<file path="config.mk">
export PLATFORM = sky130hd
export DESIGN_NAME = spi_hold_tx
export DESIGN_NICKNAME = d
export VERILOG_FILES = /design/src/rtl/spi_hold_tx.sv
export SDC_FILE = /design/constraint.sdc
export NUM_CORES = 1
export LEC_CHECK = 0
export BUFFER_PORTS_ARGS = -buffer_cell sky130_fd_sc_hd__buf_4
export CAP_MARGIN = 15
export CORE_ASPECT_RATIO = 1.4
export CORE_MARGIN = 2
export CORE_UTILIZATION = 52
export DETAILED_ROUTE_END_ITERATION = 16
export GPL_TIMING_DRIVEN = 0
export PLACE_DENSITY = 0.73
export SYNTH_ARGS = -nofsm -noshare
export SYNTH_HDL_FRONTEND = slang
export SYNTH_SLANG_ARGS = --single-unit
</file>
<file path="constraint.sdc">
create_clock -name clk -period 6.05 [get_ports clk]
set_input_delay 0.605 -clock clk [delete_from_list [all_inputs] [get_ports clk]]
set_output_delay 0.605 -clock clk [all_outputs]
set_load 0.05 [all_outputs]
</file>
<file path="src/rtl/spi_hold_tx.sv">
module spi_hold_tx #(
  parameter int DIV_W      = 8,
  parameter int FRAME_BITS = 8
) (
  input  logic             clk,
  input  logic             rst_n,
  input  logic [DIV_W-1:0] div,
  input  logic [7:0]       tx_data,
  input  logic             tx_valid,
  output logic             tx_ready,
  output logic             sclk,
  output logic             mosi,
  output logic             ss_n,
  output logic             busy,
  output logic             done
);
  localparam int HALF_W    = $clog2(2*FRAME_BITS);
  localparam int LAST_HALF = 2*FRAME_BITS-1;

  typedef enum logic [1:0] {S_IDLE, S_XFER, S_GAP} st_t;

  st_t                   st;
  logic [DIV_W-1:0]      cnt, div_q;
  logic [HALF_W-1:0]     half;
  logic [FRAME_BITS-1:0] sreg;
  logic                  hold;

  assign tx_ready = (st == S_IDLE);
  assign busy     = !tx_ready;
  assign ss_n     = (st != S_XFER);
  assign sclk     = !ss_n && half[0];
  assign mosi     = ss_n ? hold : sreg[FRAME_BITS-1];

  always_ff @(posedge clk or negedge rst_n) begin
    if (!rst_n) begin
      st    <= S_IDLE;
      cnt   <= '0;
      div_q <= '0;
      half  <= '0;
      sreg  <= '0;
      hold  <= 1'b0;
      done  <= 1'b0;
    end else begin
      done <= 1'b0;
      case (st)
        S_IDLE: if (tx_valid) begin
          st    <= S_XFER;
          sreg  <= FRAME_BITS'(tx_data);
          div_q <= div;
          cnt   <= div;
          half  <= '0;
        end
        S_XFER: if (cnt != '0) cnt <= cnt - 1'b1;
        else begin
          cnt <= div_q;
          if (half == HALF_W'(LAST_HALF)) begin
            st   <= S_GAP;
            half <= '0;
            done <= 1'b1;
          end else begin
            half <= half + 1'b1;
            if (half[0]) begin
              sreg <= {sreg[FRAME_BITS-2:0], 1'b0};
              if (half == HALF_W'(LAST_HALF-2)) hold <= sreg[FRAME_BITS-2];
            end
          end
        end
        S_GAP: if (cnt != '0) cnt <= cnt - 1'b1;
        else begin
          cnt <= div_q;
          if (half == HALF_W'(1)) st <= S_IDLE;
          else half <= half + 1'b1;
        end
        default: st <= S_IDLE;
      endcase
    end
  end
endmodule

</file>
Word level (Yosys, flattened, before mapping):

Cells that the tools add are included.
W data, S select, Z words.

* bitwise operators: 2
* equal/unequal tests: 14
* multiplexer cells: 24
* reductions and logical operators: 15
* add/sub/neg operators: 2

Operator list (number)
* $mux W8: 6
* $pmux W8 S2: 2
* $mux W4: 5
* $reduce_and A5 Y1: 4
* $ne A2 B2 Y1 const B: 8
* $pmux W4 S3: 1
* $mux W2: 5
* $eq A4 B4 Y1 const B: 2
* $reduce_bool A8 Y1: 1
* $sub A8 B1 Y8 const B: 1
* $pmux W2 S3: 1
* $add A4 B1 Y4 const B: 1
* $eq A4 B1 Y1 const B: 1
* $mux W1: 4
* $reduce_and A2 Y1: 2
* $reduce_bool A2 Y1: 2
* $reduce_bool A3 Y1: 1
* $eq A2 B1 Y1 const B: 1
* $eq A2 B2 Y1 const B: 1
* $logic_not A1 Y1: 2
* $logic_not A2 Y1: 1
* $ne A2 B1 Y1 const B: 1
* $not A1 Y1: 2
* $reduce_or A2 Y1: 1
* $logic_and A1 B1 Y1: 1

* bits in registers: 32
* word-level logic and storage cells: 64
* output and inout port bits: 6

Logic depth before layout (Yosys ltp):

Gate-level depths: netlist of run 1.

* depth in word-level cells: 4
* mapped depth: 7

Least setup slack after synthesis of run 1:

Ideal clock, no wire load.

* path type: reg2reg
* from: register st[0]
* to: register sreg[1]
* slack: 3669 ps
* clock period less this slack: 2381 ps
* required time: 5925 ps
* arrival time: 2256 ps
* library setup time: 125 ps
* cell stages (with the launch flop): 8
* path through: dfrtp_1 > inv_1 > ha_1 > clkbuf_1 > inv_1 > nand2_1 > a21oi_2 > mux2_2

* longest elaborated chain between the ends: 3

RTL lines
* from (decl): RTL line 22 `st_t st;`
* from (signal assigned): RTL line 36 `st <= S_IDLE;`
* from (signal assigned): RTL line 47 `st <= S_XFER;`
* from (signal assigned): RTL line 57 `st <= S_GAP;`
* $logic_not A2 Y1 (*)
* net tx_ready: RTL line 10 `output logic tx_ready,`
* $ne A2 B2 Y1 (no line) / $reduce_bool A2 Y1 (equally long branches)
* $reduce_and A5 Y1 (no line)
* to (signal assigned): RTL line 48 `sreg <= FRAME_BITS'(tx_data);`
* to (signal assigned): RTL line 63 `sreg <= {sreg[FRAME_BITS-2:0], 1'b0};`
* to (decl): RTL line 25 `logic [FRAME_BITS-1:0] sreg;`

Mark *: on every way through the listed nets, which the timed path passes. The rest lies on a longest branch.
A chain may end at the register's enable or synchronous reset.

Final worst setup path of run 1:

* from: register st[1]
* to: output port mosi

* longest elaborated chain between the ends: 2

RTL lines
* $ne A2 B1 Y1: RTL line 30 `assign ss_n = (st != S_XFER);`
* $mux W1: RTL line 32 `assign mosi = ss_n ? hold : sreg[FRAME_BITS-1];`
* to (decl): RTL line 12 `output logic mosi,`

Every way passes these cells.

==> results of run 1 <==
## power breakdown
group | total [uW] | switching [uW] | leakage [uW] | internal, uW
logic | 617 | 347 | 0.000584 | 269
registers | 382 | 72.9 | 0.000389 | 309
clock network | 170 | 88.9 | 0.0000404 | 81.4
total | 1170 | 509 | 0.00101 | 660
## cell families after synthesis
family | after synthesis | synth area share
AO/OA/AOI/OAI | 50 | 0.174
adder cells (fa/ha/maj) | 9 | 0.0565
AND/OR/NAND/NOR | 49 | 0.152
flip-flops | 32 | 0.402
buffers and inverters | 22 | 0.0489
multiplexers | 27 | 0.154
XOR/XNOR | 3 | 0.0132
## worst paths after layout
check,start,end,slack (ns),cells past startpoint
max in group asynchronous,rst_n,cnt[3],5.51,1
hold reg to reg,div_q[2],div_q[2],0.48,2
setup / recovery,st[1],mosi,3.28,5
min in group clk,div_q[2],div_q[2],0.48,2
hold / removal,rst_n,div_q[6],0.23,1
setup reg to reg,cnt[3],sreg[7],3.74,5
## registers in the layout, summed over array words and instances, names as in the netlist
register and flops:
cnt 8, div_q 8, sreg 8, half 4, st 2, done 1, hold 1
## stage by stage
| stage | cell area (um2) | std cells | setup WS, ns | utilization | hold slack [ns] |
|---|---|---|---|---|---|
| 6_report | 2320 | 266 | 3.28 | 0.631 | 0.231 |
| 5_1_grt | 2320 | 266 | 3.14 | 0.631 | 0.269 |
| 4_1_cts | 2320 | 266 | 3.27 | 0.631 | 0.254 |
| 3_5_place_dp | 2230 | 258 | 3.60 | 0.606 | 0.467 |
| 3_3_place_gp | 2230 | 258 | 3.65 | 0.606 | 0.461 |
| 2_1_floorplan | 1990 | 192 | 3.67 | - | 0.309 |
## per-layer routing
layer / vias to the layer above / share of wire / wire length [um]
met4: 0 / 0.017 / 77
met1: 790 / 0.43 / 1890
met3: 10 / 0.045 / 197
met5: - / 0 / 0
met2: 44 / 0.51 / 2260
li1: 775 / - / -
## worst max-delay path, stage by stage, from the launching register on
cell      delay [ns]
dfrtp_1         0.41
inv_1           0.13
ha_1            0.30
clkbuf_1        0.45
mux2_2          0.40
buf_4           0.19
## cell type report
class / count / area, um2 / share of cell area
Buffer: 9 / 48.8 / 0.0210
Clock buffer: 5 / 68.8 / 0.0297
Multi-Input combinational cell: 138 / 1100 / 0.472
Inverter: 13 / 48.8 / 0.0210
Tap cell: 42 / 52.6 / 0.0227
Timing Repair Buffer: 24 / 180 / 0.0777
Clock inverter: 3 / 23.8 / 0.0102
Sequential cell: 32 / 801 / 0.345
## cell usage in the layout (no fill, tap or decap), types with 2 or more instances in the layout
| master | n |
|---|---|
| a21oi_1 | 9 |
| a31oi_1 | 5 |
| and3_1 | 3 |
| buf_4 | 24 |
| buf_6 | 2 |
| clkbuf_1 | 6 |
| clkbuf_8 | 5 |
| clkinvlp_4 | 2 |
| dfrtp_1 | 32 |
| ha_1 | 9 |
| inv_1 | 13 |
| mux2_2 | 25 |
| nand2_1 | 6 |
| nand2b_1 | 2 |
| nand3_1 | 4 |
| nor2_1 | 8 |
| nor3_1 | 9 |
| nor3b_1 | 5 |
| o21ai_0 | 10 |
| o221ai_1 | 2 |
| o22ai_1 | 4 |
| o31a_1 | 3 |
| xor2_1 | 2 |
==> reports/metrics.cfg, run 1 <==
[timing]
post-route-min-period_ns = 2.77
min_period_over_period = 0.457
final_hold_viol_count = 0
slew_violations = 0
worst_slew_pin_slew_ns = 0.672
rsz0062_at_grt = false
setup_viol = 0
skew_ns = 0.00761
setup_tns_ns = 0
slew_headroom = 0.550
fmax_mhz = 361

[logic_synthesis]
yosysTopAreaCellShare = 0.402
synthFlopType = dfrtp_1
synth_edf_count = 0
syn_area_per_cell_um2 = 10.4
synthTopCellsByArea = dfrtp_1 (40%), mux2_2 (14%), ha_1 (5.6%)
synth-warning-count = 0
netlist_instances = 192
syn_nets = 220
yosys.area.top_type = dfrtp_1
synth_area_um2 = 1990
ys_types = 53
async_reset_ff_frac = 1.00
synth_commonest_cells = dfrtp_1 (32), mux2_2 (25), inv_1 (13)
yosysMostFrequentCell = dfrtp_1
seq_area_frac_synth = 0.402
synth_seq_cells = 32

[grt]
grt_pass1_wl_um = 7990
grt_max_degree = 33
grt_usage = 0.231
grt_pass1_vias = 1724
overflow = 0
grt.busiest_layer = met2
globalRouteMet3Util = 0.0523
grt_util_met2 = 0.378
use_met1 = 0.282
antenna_found_initial = 0

[setup_path]
path_class = register to output pin
required_ns = 5.44
startpoint_type = register
worstSetupEndpointType = output pin
crit_arrival_ns = 2.16
critPathMaxFanout = 10

[placement]
place_congestion = 0.859
portBuffers = 24
hpwlAfterDp_um = 3240

[clock_network]
clockBufferDepth = 2
cts.sinks = 32
postCtsResizedCells = 0
cts_setup_buffers = 0
numCtsBuffers = 5
root_buffer = clkbuf_8
clk_pin_slew_ns = 0.08
clk_latency_ns = 0.29
cts_tree = yes
postCtsHoldBufs = 0
cts_max_level = 2

[power]
leakage_uw = 0.00101
power_density_nw_per_um2 = 504
ir_drop_mv = 0.337
p_total_uw = 1170

[floorplanning]
core_um2 = 3680
ios = 25
dieArea_um2 = 4350
start_util = 0.543
dieWidth_um = 56.3
rows = 26
fp.dieH_um = 77.3

[min_path]
min_path_type = input pin to asynchronous set/reset pin

[routing]
dr_total_vias = 1619
ant_nets = 0
first_pass_iters = 4
route.detailed.drc = 0
first_iter_violations = 36
routed_wl_um = 4420
routedWlPerCell_um = 16.6
viasPerCell = 6.09

[cells_and_area]
n_antenna_cell = 0
syn_to_final_growth_pct = 16.3
fin_nets = 251
n_fill_cell = 314
drive_gt1_frac = 0.299

[status]
outcome = completed

[flow_run]
maxCapViolCount = 0

No activity file was read; power rests on OpenSTA's default activity.
==> run 2: changes to the inputs <==
Clock period 6.05 ns to 2.8 ns, I/O delays scaled along.
==> run 2 against run 1 <==
Final cell count increased by 0.38%. Worst setup slack got worse by 2.9 ns. Critical endpoint unchanged. Sequential power increased by 120%. Sequential share of layout area decreased by 0.15 points. Utilization increased by 0.27 points. Final area increased by 0.43%. Die area unchanged.
==> reports/metrics.cfg, run 2 (synthesis gave the netlist of run 1 again) <==
[clock_network]
cts_max_level = 2
clockBufferDepth = 2
root_buffer = clkbuf_8
clk_pin_slew_ns = 0.08
postCtsResizedCells = 0
numCtsBuffers = 5
cts.sinks = 32
clk_latency_ns = 0.29
cts_tree = yes

[setup_path]
crit_arrival_ns = 2.16
worstSetupEndpointType = output pin
critPathMaxFanout = 10
path_class = register to output pin
reg2reg_slack_ns = 0.49
startpoint_type = register
required_ns = 2.52
r2r_cells = 5

[power]
p_seq_frac = 0.326
combPwrFrac = 0.528
swShare = 0.436
power_switching_uw = 1100
intPower_uw = 1430
leakage_uw = 0.00102
power_density_nw_per_um2 = 1090
clkPwrFrac = 0.146
ir_drop_mv = 0.728

[cells_and_area]
design_area_um2 = 2330
n_antenna_cell = 0
drive_gt1_frac = 0.298
fin_nets = 252
syn_to_final_growth_pct = 16.8
final_common_cell = dfrtp_1
final_cell_mix = dfrtp_1 (32), mux2_2 (25), buf_4 (24)
multi_input_area_um2 = 1100
seq_area_um2 = 801
n_fill_cell = 313
top_regs = cnt x8, div_q x8, sreg x8

[floorplanning]
ios = 25
dieWidth_um = 56.3
fp.dieH_um = 77.3
rows = 26
start_util = 0.543
dieArea_um2 = 4350
core_um2 = 3680

[timing]
worst_slew_pin_slew_ns = 0.672
setup_viol = 0
slew_headroom = 0.550
min_period_over_period = 0.872
final_hold_viol_count = 0
skew_ns = 0.00845
slew_violations = 0
hold_ws_ns = 0.227
post-route-min-period_ns = 2.44
fmax_mhz = 410
worst_slack_ns = 0.360
rsz0062_at_grt = false
setup_tns_ns = 0

[grt]
antenna_found_initial = 0
overflow = 0
grt_max_degree = 33
grt_pass1_wl_um = 8020
grt_usage = 0.232
grt_pass1_vias = 1725

[placement]
post-place-ws_ns = 0.458
place_congestion = 0.859
hpwlAfterDp_um = 3240
portBuffers = 24
place_area_um2 = 2230

[routing]
routed_wl_um = 4460
dr_total_vias = 1618
routedWlPerCell_um = 16.7
ant_nets = 0
first_iter_violations = 33
viasPerCell = 6.06
route.detailed.drc = 0
first_pass_iters = 4

[min_path]
whs_path_depth = 2
min_path_type = input pin to register

[flow_run]
maxCapViolCount = 0

[status]
outcome = completed

run 2: worst max-delay path: stages, from the launching register on:
cell and delay [ns]:
dfrtp_1 0.41, inv_1 0.13, ha_1 0.30, clkbuf_1 0.45, mux2_2 0.40, buf_4 0.19
run 2: worst paths after layout:
kind                            startpoint  endpoint
worst min-delay path                div[3]  div_q[3]
max in group asynchronous            rst_n    cnt[3]
min in group asynchronous            rst_n  div_q[6]
worst max-delay path                 st[1]      mosi
worst min register to register    div_q[2]  div_q[2]
worst max register to register      cnt[3]   sreg[7]
run 2: cell type report:
cell class,count,share of cell area
Multi-Input combinational cell,138,0.470
Sequential cell,32,0.344
Timing Repair Buffer,25,0.0816
Clock buffer,5,0.0295
Tap cell,42,0.0226
Buffer,9,0.0209
Inverter,13,0.0209
Clock inverter,3,0.0102
run 2: stage by stage:
| stage | total power, uW | std cells | utilization |
|---|---|---|---|
| CTS | 2530 | 267 | 0.634 |
| floorplan | 1830 | 192 | - |
| finish | 2530 | 267 | 0.634 |
| detailed placement | 2150 | 258 | 0.606 |
| global placement | 2090 | 258 | 0.606 |
| global route | 2720 | 267 | 0.634 |
run 2: layer usage:
layer	routed length (um)	GRT usage	up-vias
met4	77	0.114	0
met2	2280	0.381	44
met1	1910	0.282	787
met3	197	0.0523	10
li1	-	-	777
met5	0	0	-
run 2: power groups by stage:
stage,clock network (uW),logic [uW],registers (uW)
final,369,1330,826
after global routing,398,1460,855
after CTS,377,1330,826
after detailed placement,0,1320,834
after global placement,0,1270,819
after floorplan,0,1040,789
run 2: repair_timing:
| action | in CTS | in global routing |
|---|---|---|
| endpoints found under the hold margin | 32 | 0 |
| hold buffers | 1 | 0 |
| buffers inserted | 0 | 0 |
